### config.mk
export PLATFORM = sky130hd
export DESIGN_NAME = pf_irq_filter
export DESIGN_NICKNAME = d
export VERILOG_FILES = /design/src/rtl/pf_pkg.sv /design/src/rtl/pf_offset_sel.sv /design/src/rtl/pf_wait_timer.sv /design/src/rtl/pf_ctx_store.sv /design/src/rtl/pf_irq_filter.sv
export SDC_FILE = /design/constraint.sdc
export NUM_CORES = 1
export LEC_CHECK = 0
export BUFFER_PORTS_ARGS = -buffer_cell sky130_fd_sc_hd__buf_2
export CAP_MARGIN = 25
export CORE_ASPECT_RATIO = 1.2
export CORE_MARGIN = 4
export CORE_UTILIZATION = 50
export CTS_CLUSTER_DIAMETER = 30
export CTS_CLUSTER_SIZE = 8
export DETAILED_ROUTE_END_ITERATION = 7
export MAX_ROUTING_LAYER = met4
export PLACE_DENSITY = 0.82
export SLEW_MARGIN = 20
export SYNTH_ARGS = -nofsm -noshare
export SYNTH_HDL_FRONTEND = slang
export SYNTH_SLANG_ARGS = --single-unit
### constraint.sdc
create_clock -name clk -period 9.6 [get_ports clk]
set_clock_uncertainty 0.15 [all_clocks]
set_input_delay 1.44 -clock clk [delete_from_list [all_inputs] [get_ports clk]]
set_output_delay 1.44 -clock clk [all_outputs]
set_load 0.05 [all_outputs]
### src/rtl/pf_pkg.sv
package pf_pkg;

  localparam int AW    = 4;
  localparam int OFF_W = 11;

  typedef enum logic [2:0] {
    ST_IDLE,
    ST_CAUSE,
    ST_RX,
    ST_TX,
    ST_RESTORE,
    ST_RELEASE,
    ST_PREF,
    ST_ETYPE
  } pf_state_e;

  localparam logic [AW-1:0] REG_IST    = 4'd0;
  localparam logic [AW-1:0] REG_ACK    = 4'd1;
  localparam logic [AW-1:0] REG_PNR    = 4'd2;
  localparam logic [AW-1:0] REG_PTR    = 4'd3;
  localparam logic [AW-1:0] REG_DATA   = 4'd4;
  localparam logic [AW-1:0] REG_TXDONE = 4'd5;
  localparam logic [AW-1:0] REG_RXNUM  = 4'd6;
  localparam logic [AW-1:0] REG_MMU    = 4'd7;

  localparam int BIT_RX  = 0;
  localparam int BIT_TX  = 1;
  localparam int BIT_ERR = 2;

  localparam logic [15:0] CMD_DROP  = 16'h0080;
  localparam logic [15:0] ETH_IPV4  = 16'h0800;
  localparam logic [15:0] ETH_ARP   = 16'h0806;

  localparam logic [OFF_W-1:0] OFF_STATUS   = 11'd0;
  localparam logic [OFF_W-1:0] OFF_ETYPE    = 11'd12;
  localparam logic [OFF_W-1:0] OFF_IP4_SRC  = 11'd26;
  localparam logic [OFF_W-1:0] OFF_IP4_DST  = 11'd30;
  localparam logic [OFF_W-1:0] OFF_ARP_SNDR = 11'd28;
  localparam logic [OFF_W-1:0] OFF_ARP_TGT  = 11'd38;

endpackage

### src/rtl/pf_offset_sel.sv
module pf_offset_sel
  import pf_pkg::*;
#(
  parameter int DW = 16
) (
  input  logic [DW-1:0]    etype,
  input  logic             is_rx,
  output logic [OFF_W-1:0] ip_off,
  output logic             known
);

  always_comb begin
    known  = 1'b1;
    ip_off = '0;
    if (etype == DW'(ETH_IPV4)) begin
      ip_off = is_rx ? OFF_IP4_SRC : OFF_IP4_DST;
    end else if (etype == DW'(ETH_ARP)) begin
      ip_off = is_rx ? OFF_ARP_SNDR : OFF_ARP_TGT;
    end else begin
      known = 1'b0;
    end
  end

endmodule

### src/rtl/pf_wait_timer.sv
module pf_wait_timer #(
  parameter int WAIT_CYCLES = 12
) (
  input  logic clk,
  input  logic rst_n,
  input  logic run,
  output logic done
);

  localparam int CW = $clog2(WAIT_CYCLES + 1) + 1;

  logic [CW-1:0] cnt_q;
  logic [CW-1:0] cnt_d;

  assign done = run && (cnt_q == CW'(WAIT_CYCLES));

  always_comb begin
    cnt_d = cnt_q;
    if (!run) begin
      cnt_d = '0;
    end else if (!done) begin
      cnt_d = cnt_q + 1'b1;
    end
  end

  always_ff @(posedge clk or negedge rst_n) begin
    if (!rst_n) begin
      cnt_q <= '0;
    end else begin
      cnt_q <= cnt_d;
    end
  end

  AST_TIMER_BOUND: assert property (@(posedge clk) disable iff (!rst_n)
    cnt_q <= CW'(WAIT_CYCLES));

endmodule

### src/rtl/pf_ctx_store.sv
module pf_ctx_store #(
  parameter int DW = 16
) (
  input  logic          clk,
  input  logic          rst_n,
  input  logic          save_pnr,
  input  logic          save_ptr,
  input  logic [DW-1:0] din,
  output logic [DW-1:0] pnr_q,
  output logic [DW-1:0] ptr_q
);

  always_ff @(posedge clk or negedge rst_n) begin
    if (!rst_n) begin
      pnr_q <= '0;
    end else if (save_pnr) begin
      pnr_q <= din;
    end
  end

  always_ff @(posedge clk or negedge rst_n) begin
    if (!rst_n) begin
      ptr_q <= '0;
    end else if (save_ptr) begin
      ptr_q <= din;
    end
  end

endmodule

### src/rtl/pf_irq_filter.sv
module pf_irq_filter
  import pf_pkg::*;
#(
  parameter int DW          = 16,
  parameter int WAIT_CYCLES = 12
) (
  input  logic            clk,
  input  logic            rst_n,
  input  logic            dev_irq,
  output logic [AW-1:0]   dev_addr,
  output logic            dev_rd,
  output logic            dev_wr,
  output logic [DW-1:0]   dev_wdata,
  input  logic [DW-1:0]   dev_rdata,
  output logic            lrn_req,
  output logic [2*DW-1:0] lrn_key,
  output logic            lkp_req,
  output logic [2*DW-1:0] lkp_key,
  input  logic            lkp_hit,
  output logic            pkt_accept
);

  localparam int STEP_W = 4;
  localparam int GAP_W  = $clog2(WAIT_CYCLES + 2) + 1;

  // reset: asynchronous assert, synchronous release
  logic [1:0] rst_sync_q;
  logic       rst_i;

  always_ff @(posedge clk or negedge rst_n) begin
    if (!rst_n) begin
      rst_sync_q <= '0;
    end else begin
      rst_sync_q <= {rst_sync_q[0], 1'b1};
    end
  end
  assign rst_i = rst_sync_q[1];

  pf_state_e         state, nxt_state, ret_state, nxt_ret;
  logic [STEP_W-1:0] step, nxt_step;
  logic [DW-1:0]     pnum_q, ip_hi_q, ip_lo_q;
  logic [2:0]        cause_q;
  logic              stat_ok_q;
  logic [OFF_W-1:0]  off_q, off_d;
  logic              off_ok_q, off_ok_d;
  logic              wait_done;
  logic              cap_cause, cap_pnum, cap_stat, cap_hi, cap_lo, cap_off;
  logic              save_pnr, save_ptr;
  logic [DW-1:0]     saved_pnr, saved_ptr;

  function automatic logic [DW-1:0] ptr_word(input logic rx, input logic [OFF_W-1:0] off);
    logic [DW-1:0] w;
    w            = '0;
    w[DW-1]      = rx;
    w[OFF_W-1:0] = off;
    return w;
  endfunction

  pf_wait_timer #(.WAIT_CYCLES(WAIT_CYCLES)) u_wait (
    .clk  (clk),
    .rst_n(rst_i),
    .run  (state == ST_PREF),
    .done (wait_done)
  );

  pf_offset_sel #(.DW(DW)) u_off (
    .etype (dev_rdata),
    .is_rx (ret_state == ST_RX),
    .ip_off(off_d),
    .known (off_ok_d)
  );

  pf_ctx_store #(.DW(DW)) u_ctx (
    .clk     (clk),
    .rst_n   (rst_i),
    .save_pnr(save_pnr),
    .save_ptr(save_ptr),
    .din     (dev_rdata),
    .pnr_q   (saved_pnr),
    .ptr_q   (saved_ptr)
  );

  assign lrn_key = {ip_hi_q, ip_lo_q};
  assign lkp_key = {ip_hi_q, ip_lo_q};

  // next state and bus decode
  always_comb begin
    nxt_state  = state;
    nxt_step   = step;
    nxt_ret    = ret_state;
    dev_addr   = '0;
    dev_rd     = 1'b0;
    dev_wr     = 1'b0;
    dev_wdata  = '0;
    lrn_req    = 1'b0;
    lkp_req    = 1'b0;
    pkt_accept = 1'b0;
    cap_cause  = 1'b0;
    cap_pnum   = 1'b0;
    cap_stat   = 1'b0;
    cap_hi     = 1'b0;
    cap_lo     = 1'b0;
    cap_off    = 1'b0;
    save_pnr   = 1'b0;
    save_ptr   = 1'b0;
    case (state)
      ST_IDLE: begin
        if (dev_irq) begin
          nxt_state = ST_CAUSE;
          nxt_step  = '0;
        end
      end
      ST_CAUSE: begin
        case (step)
          4'd0: begin
            dev_rd = 1'b1; dev_addr = REG_PNR; save_pnr = 1'b1; nxt_step = 4'd1;
          end
          4'd1: begin
            dev_rd = 1'b1; dev_addr = REG_PTR; save_ptr = 1'b1; nxt_step = 4'd2;
          end
          4'd2: begin
            dev_rd = 1'b1; dev_addr = REG_IST; cap_cause = 1'b1; nxt_step = 4'd3;
          end
          default: begin
            nxt_step = '0;
            if (cause_q[BIT_ERR]) begin
              dev_wr = 1'b1; dev_addr = REG_ACK; dev_wdata = DW'(1 << BIT_ERR);
              nxt_state = ST_RESTORE;
            end else if (cause_q[BIT_TX]) begin
              nxt_state = ST_TX;
            end else if (cause_q[BIT_RX]) begin
              nxt_state = ST_RX;
            end else begin
              nxt_state = ST_RESTORE;
            end
          end
        endcase
      end
      ST_TX, ST_RX: begin
        case (step)
          4'd0: begin
            dev_rd = 1'b1; cap_pnum = 1'b1; nxt_step = 4'd1;
            dev_addr = (state == ST_RX) ? REG_RXNUM : REG_TXDONE;
          end
          4'd1: begin
            dev_wr = 1'b1; dev_addr = REG_PNR; dev_wdata = pnum_q; nxt_step = 4'd2;
          end
          4'd2: begin
            dev_wr = 1'b1; dev_addr = REG_PTR;
            dev_wdata = ptr_word(state == ST_RX, OFF_STATUS);
            nxt_state = ST_PREF; nxt_ret = state; nxt_step = 4'd3;
          end
          4'd3: begin
            dev_rd = 1'b1; dev_addr = REG_DATA; cap_stat = 1'b1; nxt_step = 4'd4;
          end
          4'd4: begin
            if (!stat_ok_q) begin
              if (state == ST_RX) begin
                nxt_state = ST_RELEASE; nxt_step = '0;
              end else begin
                nxt_step = 4'd10;
              end
            end else begin
              dev_wr = 1'b1; dev_addr = REG_PTR;
              dev_wdata = ptr_word(state == ST_RX, OFF_ETYPE);
              nxt_state = ST_PREF; nxt_ret = state; nxt_step = 4'd5;
            end
          end
          4'd5: begin
            nxt_state = ST_ETYPE; nxt_ret = state; nxt_step = 4'd6;
          end
          4'd6: begin
            if (!off_ok_q) begin
              if (state == ST_RX) begin
                nxt_state = ST_RELEASE; nxt_step = '0;
              end else begin
                nxt_step = 4'd10;
              end
            end else begin
              dev_wr = 1'b1; dev_addr = REG_PTR;
              dev_wdata = ptr_word(state == ST_RX, off_q);
              nxt_state = ST_PREF; nxt_ret = state; nxt_step = 4'd7;
            end
          end
          4'd7: begin
            dev_rd = 1'b1; dev_addr = REG_DATA; cap_hi = 1'b1; nxt_step = 4'd8;
          end
          4'd8: begin
            dev_rd = 1'b1; dev_addr = REG_DATA; cap_lo = 1'b1; nxt_step = 4'd9;
          end
          4'd9: begin
            if (state == ST_RX) begin
              lkp_req = 1'b1;
            end else begin
              lrn_req = 1'b1;
            end
            nxt_step = 4'd10;
          end
          default: begin
            if (state == ST_RX && !lkp_hit) begin
              nxt_state = ST_RELEASE; nxt_step = '0;
            end else begin
              pkt_accept = (state == ST_RX);
              dev_wr = 1'b1; dev_addr = REG_ACK;
              dev_wdata = (state == ST_RX) ? DW'(1 << BIT_RX) : DW'(1 << BIT_TX);
              nxt_state = ST_RESTORE; nxt_step = '0;
            end
          end
        endcase
      end
      ST_RELEASE: begin
        case (step)
          4'd0: begin
            dev_wr = 1'b1; dev_addr = REG_MMU; dev_wdata = DW'(CMD_DROP); nxt_step = 4'd1;
          end
          4'd1: begin
            dev_rd = 1'b1; dev_addr = REG_MMU;
            if (!dev_rdata[0]) nxt_step = 4'd2;
          end
          default: begin
            dev_wr = 1'b1; dev_addr = REG_ACK; dev_wdata = DW'(1 << BIT_RX);
            nxt_state = ST_RESTORE; nxt_step = '0;
          end
        endcase
      end
      ST_RESTORE: begin
        dev_wr = 1'b1;
        if (step == 4'd0) begin
          dev_addr = REG_PNR; dev_wdata = saved_pnr; nxt_step = 4'd1;
        end else begin
          dev_addr = REG_PTR; dev_wdata = saved_ptr;
          nxt_state = ST_IDLE; nxt_step = '0;
        end
      end
      ST_PREF: begin
        if (wait_done) nxt_state = ret_state;
      end
      ST_ETYPE: begin
        dev_rd = 1'b1; dev_addr = REG_DATA; cap_off = 1'b1;
        nxt_state = ret_state;
      end
      default: begin
        nxt_state = ST_IDLE; nxt_step = '0;
      end
    endcase
  end

  // state registers
  always_ff @(posedge clk or negedge rst_i) begin
    if (!rst_i) begin
      state     <= ST_IDLE;
      ret_state <= ST_IDLE;
      step      <= '0;
    end else begin
      state     <= nxt_state;
      ret_state <= nxt_ret;
      step      <= nxt_step;
    end
  end

  // captured read data, each with its own enable
  always_ff @(posedge clk or negedge rst_i) begin
    if (!rst_i) begin
      cause_q   <= '0;
      pnum_q    <= '0;
      stat_ok_q <= 1'b0;
      ip_hi_q   <= '0;
      ip_lo_q   <= '0;
      off_q     <= '0;
      off_ok_q  <= 1'b0;
    end else begin
      if (cap_cause) cause_q   <= dev_rdata[2:0];
      if (cap_pnum)  pnum_q    <= dev_rdata;
      if (cap_stat)  stat_ok_q <= dev_rdata[0];
      if (cap_hi)    ip_hi_q   <= dev_rdata;
      if (cap_lo)    ip_lo_q   <= dev_rdata;
      if (cap_off) begin
        off_q    <= off_d;
        off_ok_q <= off_ok_d;
      end
    end
  end

  // cycles since the last pointer write, for the pre-fetch check
  logic [GAP_W-1:0] gap_q;
  always_ff @(posedge clk or negedge rst_i) begin
    if (!rst_i) begin
      gap_q <= '0;
    end else if (dev_wr && dev_addr == REG_PTR) begin
      gap_q <= '0;
    end else if (gap_q != {GAP_W{1'b1}}) begin
      gap_q <= gap_q + 1'b1;
    end
  end

  AST_NO_DUAL_ACCESS: assert property (@(posedge clk) disable iff (!rst_i)
    !(dev_rd && dev_wr));

  AST_IDLE_QUIET: assert property (@(posedge clk) disable iff (!rst_i)
    (state == ST_IDLE) |-> !(dev_rd || dev_wr || lrn_req || lkp_req || pkt_accept));

  AST_PREFETCH_GAP: assert property (@(posedge clk) disable iff (!rst_i)
    (dev_rd && dev_addr == REG_DATA) |-> (gap_q >= GAP_W'(WAIT_CYCLES + 1)));

  AST_SUB_RETURN: assert property (@(posedge clk) disable iff (!rst_i)
    (state == ST_PREF && wait_done) |=> (state == $past(ret_state)));

  AST_ACCEPT_AFTER_LOOKUP: assert property (@(posedge clk) disable iff (!rst_i)
    pkt_accept |-> ($past(lkp_req) && lkp_hit));

  AST_DROP_THEN_POLL: assert property (@(posedge clk) disable iff (!rst_i)
    (dev_wr && dev_addr == REG_MMU) |=> (dev_rd && dev_addr == REG_MMU));

endmodule

# Word-level counts from Yosys, hierarchy flattened
# Index checks and enable logic that the tools add are counted.
[totals] out_inout_bits=89 latchBits=0 romBits=0 in_bits=20 reg_bits=113 mem_bits_rw=0 memories=0 wordCells=155
[op_classes] n_bitwise=0 add_sub_neg=1 n_reduce_logical=21 muxes=89 n_shift=0 order_cmp=0 n_div=0 multipliers=0 eq_ne=30
[ops] operator="$pmux 16 s5" n=1
[ops] operator="$pmux 16 s4" n=1
[ops] operator="$mux 3" n=17
[ops] operator="$mux 16" n=3
[ops] operator="$pmux 3 s7" n=2
[ops] operator="$pmux 4 s10" n=1
[ops] operator="$mux 1" n=38
[ops] operator="$eq 16x12->1 const B" n=2
[ops] operator="$pmux 3 s5" n=2
[ops] operator="$mux 11" n=2
[ops] operator="$mux 4" n=5
[ops] operator="$pmux 4 s5" n=1
[ops] operator="$ne 2x2->1 const B" n=9
[ops] operator="$eq 4x3->1 const B" n=4
[ops] operator="$pmux 8 s2" n=1
[ops] operator="$eq 3x3->1 const B" n=4
[ops] operator="$pmux 1 s4" n=3
[ops] operator="$pmux 2 s3" n=2
[ops] operator="$reduce_or 6->1" n=2
[ops] operator="$mux 2" n=5
[ops] operator="$mux 5" n=2
[ops] operator="$reduce_or 10->1" n=1
[ops] operator="$reduce_or 2->1" n=5
[ops] operator="$eq 3x2->1 const B" n=3
[ops] operator="21 further kinds" n=25

# Logic depth before layout (Yosys ltp)
[depth] depth_word=5 mapped_depth=7

# Hierarchy
# From an unflattened synthesis, not the netlist that was laid out.
[unflattened] hier_cells=521 hier_area_um2=6110.9
[by_module_without_submodules] mod="pf_irq_filter" n_inst=1 cells_each=403 area_per_inst_um2=4361.7
[by_module_without_submodules] mod="pf_ctx_store" n_inst=1 cells_each=68 area_per_inst_um2=1298.7
[by_module_without_submodules] mod="pf_wait_timer" n_inst=1 cells_each=27 area_per_inst_um2=277.8
[by_module_without_submodules] mod="pf_offset_sel" n_inst=1 cells_each=23 area_per_inst_um2=172.7

# Worst setup path after synthesis
# OpenSTA, ideal clock, no wires.
[synth_path] path_kind="input port to output port" start="in lkp_hit" end="out dev_wr" path_slack_ps=5302 stages=2 arrival_time_ps=2708 path_cell_list="nor3_1 > o311ai_1"
[synth_between] elab_chain_cells=5
[synth_rtl] element="start, declared" line="pf_irq_filter.sv:19" text="input logic lkp_hit,"
[synth_rtl] element="$logic_not 1->1" line="pf_irq_filter.sv:200" text="if (state == ST_RX && !lkp_hit) begin"
[synth_rtl] element="$logic_and 1x1->1" line="pf_irq_filter.sv:200"
[synth_rtl] element="$mux 1" line="pf_irq_filter.sv:200"
[synth_rtl] element="$pmux 1 s4" line="pf_irq_filter.sv:140" text="case (step)"
[synth_rtl] element="$pmux 1 s4" line="pf_irq_filter.sv:106" text="case (state)"
[synth_rtl] element="end, declared" line="pf_irq_filter.sv:12" text="output logic dev_wr,"
# Every way passes these cells.

# Final worst setup path
[layout_path] start="reg step[0]" end="out dev_wdata[7]"
[layout_between] elab_chain_cells=4
[layout_rtl] element="start, declared" line="pf_irq_filter.sv:40" text="logic [STEP_W-1:0] step, nxt_step;"
[layout_rtl] element="start signal, assigned" line="pf_irq_filter.sv:257" text="step <= nxt_step;"
[layout_rtl] element="$eq 4x4->1, or another cell as far along" line="pf_irq_filter.sv:140"
[layout_rtl] element="$reduce_or 6->1 (no line)"
[layout_rtl] element="$pmux 16 s5" line="pf_irq_filter.sv:140"
[layout_rtl] element="$pmux 16 s4 *" line="pf_irq_filter.sv:106"
[layout_rtl] element="end, declared" line="pf_irq_filter.sv:13" text="output logic [DW-1:0] dev_wdata,"
# Every way passes the cells marked *; elsewhere a longest branch is shown, timed or not.

==> flow_metrics.env <==
export IMPL_cpPeakStageDelay_ns=0.79
export IMPL_synth_enable_flop_cells=0
export IMPL_antenna_found_initial=0
export IMPL_path_clk_slew_ns=0.08
export IMPL_routed_wl_mm=13.7
export IMPL_min_path_type="reg2async"
export IMPL_via_count_of_the_first_global_routing_pass=4090
export IMPL_syn_nets=513
export IMPL_power_density_nw_per_um2=313
export IMPL_grt_setup_unrepaired="no"
export IMPL_starting_drc_count_in_detailed_routing=190
export IMPL_critPathKind="reg2out"
export IMPL_clock_tree_buffer_depth=2
export IMPL_stdcell_count=685
export IMPL_postRouteAntennaNets=0
export IMPL_yosysSeqAreaShare_pct=47.9
export IMPL_path_max_fanout=20
export IMPL_final_hold_violation_count=0
export IMPL_post_cts_resize_count=0
export IMPL_synth_distinct_cells=65
export IMPL_final_cell_area_um2=6220
export IMPL_fp_dieArea_um2=12800
export IMPL_grt_start_max_net_pins=76
export IMPL_grt_busiest_layer="met2"
export IMPL_max_cap_viol_count=0
export IMPL_timing_final_crit_share_pct=48.0
export IMPL_layout_overhead_on_the_synthesized_area_pct=12.2
export IMPL_cts_post_setup_buffers_inserted=0
export IMPL_finalWorstPathRequiredPeriod_ns=4.61
export IMPL_total_iterations_of_the_first_detailed_routing_run=4
export IMPL_global_route_usage_met1_pct=27.9
export IMPL_endpoint_kind="primary output"
export IMPL_overflow=0
export IMPL_post_synth_instance_area_um2=5540
export IMPL_numPortBuffers=107
export IMPL_crit_slowest_cell="sky130_fd_sc_hd__nor4b_4"
export IMPL_clock_tree_root_cell="sky130_fd_sc_hd__clkbuf_16"
export IMPL_fraction_of_layout_cells_with_a_size_suffix_above_1_pct=38.8
export IMPL_critical_path_required_ns=8.01
export IMPL_syn_inst=491
export IMPL_die_w_um=104
export IMPL_starting_utilization_of_the_core_area_pct=51.9
export IMPL_status="completed"
export IMPL_synthFlopType="sky130_fd_sc_hd__dfrtp_1"
export IMPL_dp_cells=667
export IMPL_final_max_slew_viol_count=0
export IMPL_crit_path_cell_trace="nor4b_4 -> and2_1 -> a21oi_1 -> o21ai_0 -> buf_2"
export IMPL_std_cell_rows=41
export IMPL_cts_tree="yes"
export IMPL_slew_headroom_pct=42.3
export IMPL_design_final_nets=573
export IMPL_global_route_usage_total_pct=22.6
export IMPL_num_vias=4011
export IMPL_critical_path_startpoint_type="flip-flop"
export IMPL_fin_worst_hold_slack_ns=0.100
export IMPL_post_dp_cell_area_um2=5840
export IMPL_detailed_place_hpwl_mm=9.67
export IMPL_power_ir_vdd_worst_v=0.000139
export IMPL_antenna_diode_count=0
export IMPL_hold_buffers=0
export IMPL_synth_async_sr_flop_share_pct=100
export IMPL_vias_per_cell=5.86
export IMPL_tightestPinTransition_ns=0.865
export IMPL_met3_demand_to_capacity_share_in_global_routing_pct=3.97
export IMPL_ioPinCount=109
export IMPL_routed_wire_length_per_instance_um=20.0
export IMPL_clk_insertion_delay_late_ns=0.35
export IMPL_grt_pass1_wl_mm=21.9
export IMPL_postSynthAreaPerCell_um2=11.3
export IMPL_remaining_drc_errors=0
export IMPL_fp_dieH_um=123
export IMPL_critical_path_arrival_ns=3.02
export IMPL_totalNegativeSetupSlack_ns=0
export IMPL_h_tree_depth=3
export IMPL_place_congestion=0.894
export IMPL_synthesized_flop_and_latch_total=106
export IMPL_finalPower_mw=1.94
export IMPL_met2_usage_pct=37.6
export IMPL_setup_viol_count_final=0
export IMPL_leakage_nw=2.92
export IMPL_synth_warnings=0
export IMPL_numCtsBuffers=9
export IMPL_core_region_area_um2=10700
export IMPL_cts_sinks=106
export IMPL_fmax_ghz=0.217
## synthesized netlist by cell type, types with 4 or more instances
cell type	number	area (um^2)
sky130_fd_sc_hd__mux2i_1	17	170
sky130_fd_sc_hd__buf_6	4	45.0
sky130_fd_sc_hd__a21oi_1	16	80.1
sky130_fd_sc_hd__nor2_1	20	75.1
sky130_fd_sc_hd__o22ai_1	7	43.8
sky130_fd_sc_hd__nand2_1	33	124
sky130_fd_sc_hd__dfrtp_1	106	2650
sky130_fd_sc_hd__o31ai_1	7	52.6
sky130_fd_sc_hd__nand3_1	13	65.1
sky130_fd_sc_hd__nor4_1	4	25.0
sky130_fd_sc_hd__mux2_2	71	800
sky130_fd_sc_hd__nor3_1	7	35.0
sky130_fd_sc_hd__and2_1	4	25.0
sky130_fd_sc_hd__nand2b_1	8	50.1
sky130_fd_sc_hd__buf_2	9	45.0
sky130_fd_sc_hd__clkbuf_1	10	37.5
sky130_fd_sc_hd__buf_4	38	285
sky130_fd_sc_hd__a22oi_1	5	37.5
sky130_fd_sc_hd__mux2_1	14	158
sky130_fd_sc_hd__o21ai_0	27	135
sky130_fd_sc_hd__inv_1	6	22.5
## cells in the final DEF, fill, tap and decap left out, types with 7 or more instances in the layout
master	Yosys	final
sky130_fd_sc_hd__a21oi_1	16	16
sky130_fd_sc_hd__buf_2	9	107
sky130_fd_sc_hd__clkbuf_16	0	9
sky130_fd_sc_hd__dfrtp_1	106	105
sky130_fd_sc_hd__mux2_1	14	14
sky130_fd_sc_hd__mux2_2	71	71
sky130_fd_sc_hd__mux2i_1	17	17
sky130_fd_sc_hd__nand2_1	33	33
sky130_fd_sc_hd__nand2b_1	8	8
sky130_fd_sc_hd__nand3_1	13	13
sky130_fd_sc_hd__nor2_1	20	20
sky130_fd_sc_hd__nor3_1	7	7
sky130_fd_sc_hd__o21ai_0	27	27
sky130_fd_sc_hd__o22ai_1	7	7
sky130_fd_sc_hd__o31ai_1	7	7
## metal layers
layer | up-vias | routed length, um
met5 | - | 0
met4 | 0 | 330
met3 | 17 | 693
met2 | 134 | 6860
met1 | 1999 | 5850
li1 | 1861 | -
## area by class of cell
cell class	count	area (um^2)
multi-input combinational	316	2450
inverter	7	26.3
sequential	106	2660
clock inverter	7	109
timing repair buffer	111	593
tap	129	161
fill	939	4450
clock buffer	9	225
## power by group
group          internal (mW)  switching, mW  leakage (nW)
clock network          0.234          0.173         0.164
registers              0.589          0.140          1.30
logic                  0.312          0.495          1.46
total                   1.14          0.808          2.92
## state kept, by name, summed over array words and instances (netlist names)
register,count
off_q,4
state,3
ip_hi_q,16
pnum_q,16
u_ctx.ptr_q,16
step,4
ip_lo_q,16
rst_sync_q,2
u_ctx.pnr_q,16
stat_ok_q,1
off_ok_q,1
cause_q,3
u_wait.cnt_q,5
ret_state,3
## worst max-delay path: cells and delay by family (launching register included)
family          cells  cell delay, ns
simple gates        2            1.30
flops               1            0.78
compound gates      2            0.31
buf+inv             1            0.29
## through the flow
stage	setup WS, ns	utilization, %
floorplan	5.30	-
global placement	5.43	54.7
detailed placement	5.38	54.7
CTS	5.01	57.9
global route	4.82	58.3
finish	4.99	58.3
## logic make-up after synthesis
kind of cell	share of synthesized area, %
xor gates and xnor gates	0.474
AOI/OAI and AO/OA	10.1
other	0.135
and+or+nand+nor	12.4
buffers and inverters	7.99
adders and majority gates	0.451
DFF	47.9
muxes	20.6
## final timing paths
check	from	end	slack, ns	cells after the start
min reg2reg	rst_sync_q[1]$_DFF_PN0_	ip_hi_q[12]$_DFFE_PN0P_	0.10	0
max in group asynchronous	rst_sync_q[1]$_DFF_PN0_	u_ctx.pnr_q[2]$_DFFE_PN0P_	8.22	2
max reg2reg	step[0]$_DFFE_PN0P_	u_ctx.ptr_q[1]$_DFFE_PN0P_	6.80	3
max	step[0]$_DFFE_PN0P_	dev_wdata[7]	4.99	5
min in group clk	rst_sync_q[0]$_DFF_PN0_	rst_sync_q[1]$_DFF_PN0_	0.21	0
min	rst_sync_q[1]$_DFF_PN0_	ip_hi_q[12]$_DFFE_PN0P_	0.10	0
Note: power is estimated with default switching activity, not from simulation.
